### src/rtl/lhp_pkg.sv
// Package: shared types and the counter step rule for the local predictor.
// Assumes 2-bit counters; bit 1 is the predicted direction.
package lhp_pkg;

    typedef logic [1:0] ctr_t;

    localparam ctr_t CTR_RESET = 2'b01;
    localparam ctr_t CTR_MAX   = 2'b11;
    localparam ctr_t CTR_MIN   = 2'b00;

    // Next counter value after one outcome, saturating at both ends.
    function automatic ctr_t ctr_step(input ctr_t cur, input logic taken);
        ctr_t nxt;
        if (taken)
            nxt = (cur == CTR_MAX) ? cur : cur + 2'd1;
        else
            nxt = (cur == CTR_MIN) ? cur : cur - 2'd1;
        return nxt;
    endfunction

endpackage

### src/rtl/lhp_history_table.sv
// First-level table: one outcome shift register per slot, indexed by
// address bits. Two combinational read ports (lookup and update) and one
// write port. Assumes HIST_W >= 1. Newest outcome enters at bit 0.
module lhp_history_table #(
    parameter int IDX_W  = 4,
    parameter int HIST_W = 3
) (
    input  logic              clk,
    input  logic              rst_n,
    input  logic [IDX_W-1:0]  rd_idx,
    output logic [HIST_W-1:0] rd_hist,
    input  logic              wr_en,
    input  logic [IDX_W-1:0]  wr_idx,
    input  logic              wr_taken,
    output logic [HIST_W-1:0] wr_old_hist
);
    localparam int DEPTH = 1 << IDX_W;

    logic [DEPTH-1:0][HIST_W-1:0] hist_q;
    logic [HIST_W-1:0]            hist_next;

    // Read both ports from the registered state.
    assign rd_hist     = hist_q[rd_idx];
    assign wr_old_hist = hist_q[wr_idx];

    // Form the shifted history; width 1 needs no shift.
    generate
        if (HIST_W == 1) begin : g_hist_one
            assign hist_next = wr_taken;
        end else begin : g_hist_shift
            assign hist_next = {wr_old_hist[HIST_W-2:0], wr_taken};
        end
    endgenerate

    // Clear on reset, otherwise write the shifted history of the updated slot.
    always_ff @(posedge clk) begin
        if (!rst_n)
            hist_q <= '0;
        else if (wr_en)
            hist_q[wr_idx] <= hist_next;
    end


    hist_lsb_chk: assert property (@(posedge clk) disable iff (!rst_n)
        wr_en |=> hist_q[$past(wr_idx)][0] == $past(wr_taken));


    hist_hold_chk: assert property (@(posedge clk) disable iff (!rst_n)
        !wr_en |=> $stable(hist_q));

endmodule

### src/rtl/lhp_counter_table.sv
// Second-level table: 2^HIST_W saturating 2-bit counters indexed by a
// history value. One combinational read port, one read-modify-write port.
module lhp_counter_table
    import lhp_pkg::*;
#(
    parameter int HIST_W = 3
) (
    input  logic              clk,
    input  logic              rst_n,
    input  logic [HIST_W-1:0] rd_hist,
    output ctr_t              rd_ctr,
    input  logic              wr_en,
    input  logic [HIST_W-1:0] wr_hist,
    input  logic              wr_taken
);
    localparam int DEPTH = 1 << HIST_W;

    logic [DEPTH-1:0][1:0] ctr_q;

    // Lookup read from the registered counters.
    assign rd_ctr = ctr_q[rd_hist];

    // Reset to weakly not taken, otherwise step the selected counter.
    always_ff @(posedge clk) begin
        if (!rst_n)
            ctr_q <= {DEPTH{CTR_RESET}};
        else if (wr_en)
            ctr_q[wr_hist] <= ctr_step(ctr_q[wr_hist], wr_taken);
    end


    ctr_top_sat_chk: assert property (@(posedge clk) disable iff (!rst_n)
        (wr_en && wr_taken && ctr_q[wr_hist] == CTR_MAX)
        |=> ctr_q[$past(wr_hist)] == CTR_MAX);


    ctr_bottom_sat_chk: assert property (@(posedge clk) disable iff (!rst_n)
        (wr_en && !wr_taken && ctr_q[wr_hist] == CTR_MIN)
        |=> ctr_q[$past(wr_hist)] == CTR_MIN);


    ctr_hold_chk: assert property (@(posedge clk) disable iff (!rst_n)
        !wr_en |=> $stable(ctr_q));

endmodule

### src/rtl/local_pattern_predictor.sv
// Top: two-level local-history direction predictor. The lookup is
// combinational through both tables; the update takes effect at the next
// clock edge. Index bits are lk_pc/up_pc[IDX_LSB +: IDX_W]; no tags.
module local_pattern_predictor
    import lhp_pkg::*;
#(
    parameter int PC_W    = 32,
    parameter int IDX_LSB = 2,
    parameter int IDX_W   = 4,
    parameter int HIST_W  = 3
) (
    input  logic            clk,
    input  logic            rst_n,
    input  logic [PC_W-1:0] lk_pc,
    output logic            lk_pred,
    input  logic            up_valid,
    input  logic [PC_W-1:0] up_pc,
    input  logic            up_taken
);
    logic [IDX_W-1:0]  lk_idx;
    logic [IDX_W-1:0]  up_idx;
    logic [HIST_W-1:0] lk_hist;
    logic [HIST_W-1:0] up_old_hist;
    ctr_t              lk_ctr;

    // Slice the slot index out of both addresses.
    assign lk_idx = lk_pc[IDX_LSB +: IDX_W];
    assign up_idx = up_pc[IDX_LSB +: IDX_W];

    lhp_history_table #(
        .IDX_W  (IDX_W),
        .HIST_W (HIST_W)
    ) u_hist (
        .clk         (clk),
        .rst_n       (rst_n),
        .rd_idx      (lk_idx),
        .rd_hist     (lk_hist),
        .wr_en       (up_valid),
        .wr_idx      (up_idx),
        .wr_taken    (up_taken),
        .wr_old_hist (up_old_hist)
    );

    lhp_counter_table #(
        .HIST_W (HIST_W)
    ) u_ctr (
        .clk      (clk),
        .rst_n    (rst_n),
        .rd_hist  (lk_hist),
        .rd_ctr   (lk_ctr),
        .wr_en    (up_valid),
        .wr_hist  (up_old_hist),
        .wr_taken (up_taken)
    );

    // Direction is the counter's upper bit.
    assign lk_pred = lk_ctr[1];

endmodule

### config.mk
export PLATFORM = sky130hd
export DESIGN_NAME = local_pattern_predictor
export DESIGN_NICKNAME = d
export VERILOG_FILES = /design/src/rtl/lhp_pkg.sv /design/src/rtl/lhp_history_table.sv /design/src/rtl/lhp_counter_table.sv /design/src/rtl/local_pattern_predictor.sv
export SDC_FILE = /design/constraint.sdc
export NUM_CORES = 1
export LEC_CHECK = 0
export BUFFER_PORTS_ARGS = -buffer_cell sky130_fd_sc_hd__buf_4
export CAP_MARGIN = 15
export CORE_MARGIN = 4
export CORE_UTILIZATION = 30
export CTS_CLUSTER_DIAMETER = 150
export CTS_CLUSTER_SIZE = 40
export DETAILED_ROUTE_END_ITERATION = 12
export SLEW_MARGIN = 20
export SYNTH_ARGS = -nofsm -noshare
export SYNTH_HDL_FRONTEND = slang
export SYNTH_SLANG_ARGS = --single-unit
export TNS_END_PERCENT = 20
### constraint.sdc
create_clock -name clk -period 4.9 [get_ports clk]
set_input_delay 0.49 -clock clk [delete_from_list [all_inputs] [get_ports clk]]
set_output_delay 0.49 -clock clk [all_outputs]
set_load 0.01 [all_outputs]
Word level (Yosys, flattened, before mapping) --
Cells that the tools add are included.
Storage, ports and cells: word-level logic and storage cells 55, flip-flop bits (word level) 64
Operators by class: muxes and demuxes 19, equal/unequal tests 1, reduce and logical (&&, ||, !) cells 3, add/subtract/negate cells 2, $lt $le $gt $ge 6
Operators with widths (count):
- $bwmux 48 | 1
- $bmux 3 s4 | 2
- $bwmux 16 | 1
- $mux 2 | 8
- $bmux 2 s3 | 2
- $demux 3 s4 | 1
- $lt 4x5->1 const B | 2
- $mux 3 | 3
- $lt 3x4->1 const B | 2
- $demux 2 s3 | 1
- $ge 4x1->1 const B | 1
- $ge 3x1->1 const B | 1
- $add 2x1->2 const B | 1
- $eq 2x2->1 const B | 1
- $logic_and 1x1->1 | 2
- $logic_not 2->1 | 1
- $sub 2x1->2 const B | 1

Longest topological paths before layout --
depth in word-level cells 10, gate-level depth with buffers 11

By module --
A second synthesis with hierarchy kept.
Second synthesis, totals: cells, all modules 406, area total of the unflattened synthesis 3918.8 sq um
Modules (own cells, without submodules):
- lhp_history_table | cells an instance 293, area an instance 2808.9 sq um, instances 1
- lhp_counter_table | cells an instance 113, area an instance 1109.8 sq um, instances 1

Least setup slack after synthesis --
OpenSTA, ideal clock, no wires.
path kind input-to-output, start in lk_pc[2], end out lk_pred, setup slack 1.617 ns, stages 5, arrival time 2.793 ns, buffers on the path 1, path through buf_1 -> mux4_2 -> mux4_2 -> mux4_2 -> mux2_2
On the way: longest elaborated chain between the ends 4
RTL lines:
- from (decl) | line local_pattern_predictor.sv:14 | input logic [PC_W-1:0] lk_pc,
- $bmux 3 s4 | line lhp_history_table.sv:23 | assign rd_hist = hist_q[rd_idx];
- $mux 3 (not written as such) | line lhp_history_table.sv:23
- $bmux 2 s3 | line lhp_counter_table.sv:21 | assign rd_ctr = ctr_q[rd_hist];
- $mux 2 (not written as such) | line lhp_counter_table.sv:21
- to (decl) | line local_pattern_predictor.sv:15 | output logic lk_pred,
Every way passes these cells. The select of a mux whose other input is x is not followed.

Final worst setup path --
start in up_pc[4], end reg u_ctr.ctr_q[1] (netlist bit)
On the way: longest elaborated chain between the ends 10, elaborated cells on any way between the ends 19
RTL lines:
- from (decl) | line local_pattern_predictor.sv:17 | input logic [PC_W-1:0] up_pc,
- $bmux 3 s4 (*) | line lhp_history_table.sv:24 | assign wr_old_hist = hist_q[wr_idx];
- $mux 3 (not written as such) (*) | line lhp_history_table.sv:24
- $bmux 2 s3 | line lhp_counter_table.sv:28 | ctr_q[wr_hist] <= ctr_step(ctr_q[wr_hist], wr_taken);
- $mux 2 (not written as such) | line lhp_counter_table.sv:28
- $sub 2x1->2, or another cell as far along | line lhp_pkg.sv:17 | nxt = (cur == CTR_MIN) ? cur : cur - 2'd1;
- $mux 2 (on tied branches) | line lhp_pkg.sv:17, lhp_pkg.sv:15
- $mux 2 | line lhp_pkg.sv:14 | if (taken)
- $mux 2 | line lhp_counter_table.sv:27 | else if (wr_en)
- $mux 2 | line lhp_counter_table.sv:25 | if (!rst_n)
- $bwmux 16 (*) | line lhp_counter_table.sv:28
- to (signal assigned) | line lhp_counter_table.sv:26 | ctr_q <= {DEPTH{CTR_RESET}};
- to (signal, indexed assignment) | line lhp_counter_table.sv:28
- to (decl) | line lhp_counter_table.sv:18 | logic [DEPTH-1:0][1:0] ctr_q;
Every way passes the cells marked *; elsewhere a longest branch is shown, timed or not. The select of a mux whose other input is x is not followed. A chain may end at the register's enable or synchronous reset.

==> flow_metrics.env <==
export IMPL_outcome="completed"
export IMPL_critical_path_class="in2reg"
export IMPL_dieArea_um2=13800
export IMPL_grt_max_degree=65
export IMPL_viasPerCell=5.58
export IMPL_drtIter0Drc=288
export IMPL_grt_overflow=0
export IMPL_power_leakage_uw=0.00159
export IMPL_synth_edf_count=0
export IMPL_route_detailed_drc=0
export IMPL_rsz0062_at_grt="no"
export IMPL_arrival_ps=3580
export IMPL_syn2layout_area_growth_pct=13.4
export IMPL_die_w_um=117
export IMPL_cts_num_sinks=64
export IMPL_antenna_found_initial=0
export IMPL_r2r_cells=8
export IMPL_hold_path_class="reg2reg"
export IMPL_cp_buffers_inverters=1
export IMPL_hold_viol_final=0
export IMPL_finalClockSkew_ps=8.46
export IMPL_wl_per_cell_um=17.6
export IMPL_clock_latency_ps=330
export IMPL_setup_viol=0
export IMPL_routed_wl_um=8890
export IMPL_diodes=0
export IMPL_start_kind="primary input"
export IMPL_ios=69
export IMPL_synth_avg_cell_area_um2=9.84
export IMPL_critical_path_cell_chain="buf_4, mux4_2, mux2_2, nand2_2, and2_1, o2111a_1, nor4_1, o21ai_1, a31oi_1"
export IMPL_cap_violations=0
export IMPL_drtAntennaViolNets=0
export IMPL_grt_pass1_vias=2808
export IMPL_row_count=39
export IMPL_combPwrFrac_pct=9.4
export IMPL_fmax_ghz=0.294
export IMPL_whs_ps=473
export IMPL_synth_cell_types=41
export IMPL_swShare_pct=22.7
export IMPL_postCtsSetupBuffers=0
export IMPL_max_stage_delay_ps=870
export IMPL_die_y_um=117
export IMPL_cts_hold_buf=0
export IMPL_relSlewSlack_pct=29.0
export IMPL_p_seq_share_pct=38.5
export IMPL_h_tree_depth=3
export IMPL_vdd_drop_max_mv=0.152
export IMPL_critPathRequiredTime_ps=5090
export IMPL_tritoncts="yes"
export IMPL_slowest_stage="and2_1"
export IMPL_io_buffers=12
export IMPL_syn_inst=365
export IMPL_drv_slew=0
export IMPL_tightest_slew_ps=1070
export IMPL_syn_num_nets=433
export IMPL_drt_pre_antenna_iters=4
export IMPL_internal_power_uw=1080
export IMPL_clockPowerShare_pct=52.1
export IMPL_dr_total_vias=2826
export IMPL_initial_core_util_pct=31.1
export IMPL_final_util_pct=35.2
export IMPL_cts_buffers=9
export IMPL_netlist_area_um2=3590
export IMPL_clk_path_buf_depth=2
export IMPL_fp_coreArea_um2=11600
export IMPL_mostFrequentLayoutCells="64 x dfxtp_1, 48 x nand2_1, 28 x mux4_2"
export IMPL_synth_flop_cell="dfxtp_1"
export IMPL_cp_max_fo=25
export IMPL_ys_ff_latch=64
export IMPL_root_buffer="clkbuf_16"
export IMPL_powerDensity_nw_per_um2=342
export IMPL_place_gp_congestion=0.822
export IMPL_period_share_pct=69.4
export IMPL_final_nets=427
export IMPL_globalRouteTotalUtil_pct=13.4
export IMPL_whs_path_depth=2
export IMPL_end_kind="flop"
export IMPL_clkTransAtPathRegs_ps=60
export IMPL_yosysSeqAreaShare_pct=35.7
export IMPL_critical_path_top_delay_family="simple AND/OR/NAND/NOR gates"
export IMPL_grt_pass1_wl_um=14900
export IMPL_setup_tns_ps=0
export IMPL_async_flop_share_pct=0
export IMPL_ys_warnings_count=0
export IMPL_hpwl_um=5810
export IMPL_path_depth=9
export IMPL_period_minus_slack_ps=3400
export IMPL_final_common_cell="dfxtp_1"
export IMPL_power_switching_uw=315
export IMPL_cts_resized=0
export IMPL_drive_gt1_share_pct=20.1
-- logic make-up after synthesis --
family | after synthesis | share of synthesized area (%)
and+or+nand+nor | 128 | 17.3
AOI/OAI and AO/OA | 88 | 18.9
DFF | 64 | 35.7
muxes | 48 | 23.2
buffers and inverters | 36 | 4.49
adders and majority gates | 1 | 0.383
-- Yosys cell counts (2+ instances only) --
cell type	number	area (um2)
buf_4	2	15.0
a21oi_1	3	15.0
o2111a_1	4	45.0
nor2_1	25	93.8
a21boi_0	17	128
inv_1	5	18.8
a31oi_1	8	50.1
mux2_2	2	22.5
clkbuf_1	19	71.3
nor2b_1	17	106
mux4_2	28	631
o211a_1	15	150
nand3b_1	3	22.5
mux2i_1	18	180
o21ai_0	26	130
nor3_1	3	15.0
nand2_1	48	180
nand4_1	2	12.5
and3_1	4	25.0
nand3_1	12	60.1
buf_2	5	25.0
a2111oi_0	3	26.3
and2_1	3	18.8
o211ai_2	8	100
buf_1	3	11.3
dfxtp_1	64	1280
nand2b_1	4	25.0
-- state kept, by name, indices dropped and copies added, names as in the netlist --
register / flops
u_hist.hist_q: 48
u_ctr.ctr_q: 16
-- final cells by class --
cell class / count / area [um2]
clock inverter: 2 / 60.1
inverter: 6 / 27.5
fill: 1150 / 7490
timing repair buffer: 13 / 97.6
multi-input combinational: 265 / 2150
tap: 143 / 179
sequential: 64 / 1280
clock buffer: 13 / 280
-- power groups by stage --
stage	clock, uW	combinational [uW]	sequential, uW
3_5_place_dp	0	131	546
4_1_cts	743	132	535
6_report	725	130	536
5_1_grt	763	144	536
3_3_place_gp	0	129	546
2_1_floorplan	0	99.0	544
-- worst min-delay path, delay by kind of cell, from the launching register on --
family	cells	cell delay, ps
compound gates	1	60
simple gates	1	60
flops	1	320
-- layer usage --
metal  track usage [%]  up-vias  wire length [um]
met5                 0        -                 0
met1              17.8     1408              3980
met3              2.84        9               401
met2              21.6       68              4440
met4              4.84        0                72
li1                  -     1341                 -
-- metrics by stage --
stage	worst slack, ps	area, um2	power [uW]	std cells
after detailed placement	1150	3730	678	491
after global routing	1210	4070	1440	506
after CTS	1490	4070	1410	506
final	1500	4070	1390	506
after floorplan	1620	3590	643	365
after global placement	1200	3730	675	491
-- worst paths after layout --
check,start,slack (ps),endpoint
setup reg to reg,u_hist.hist_q[9],1580,u_ctr.ctr_q[1]
setup / recovery,up_pc[4],1500,u_ctr.ctr_q[1]
hold / removal,u_ctr.ctr_q[0],470,u_ctr.ctr_q[0]
hold reg to reg,u_ctr.ctr_q[0],470,u_ctr.ctr_q[0]
Note: power is estimated with default switching activity, not from simulation.
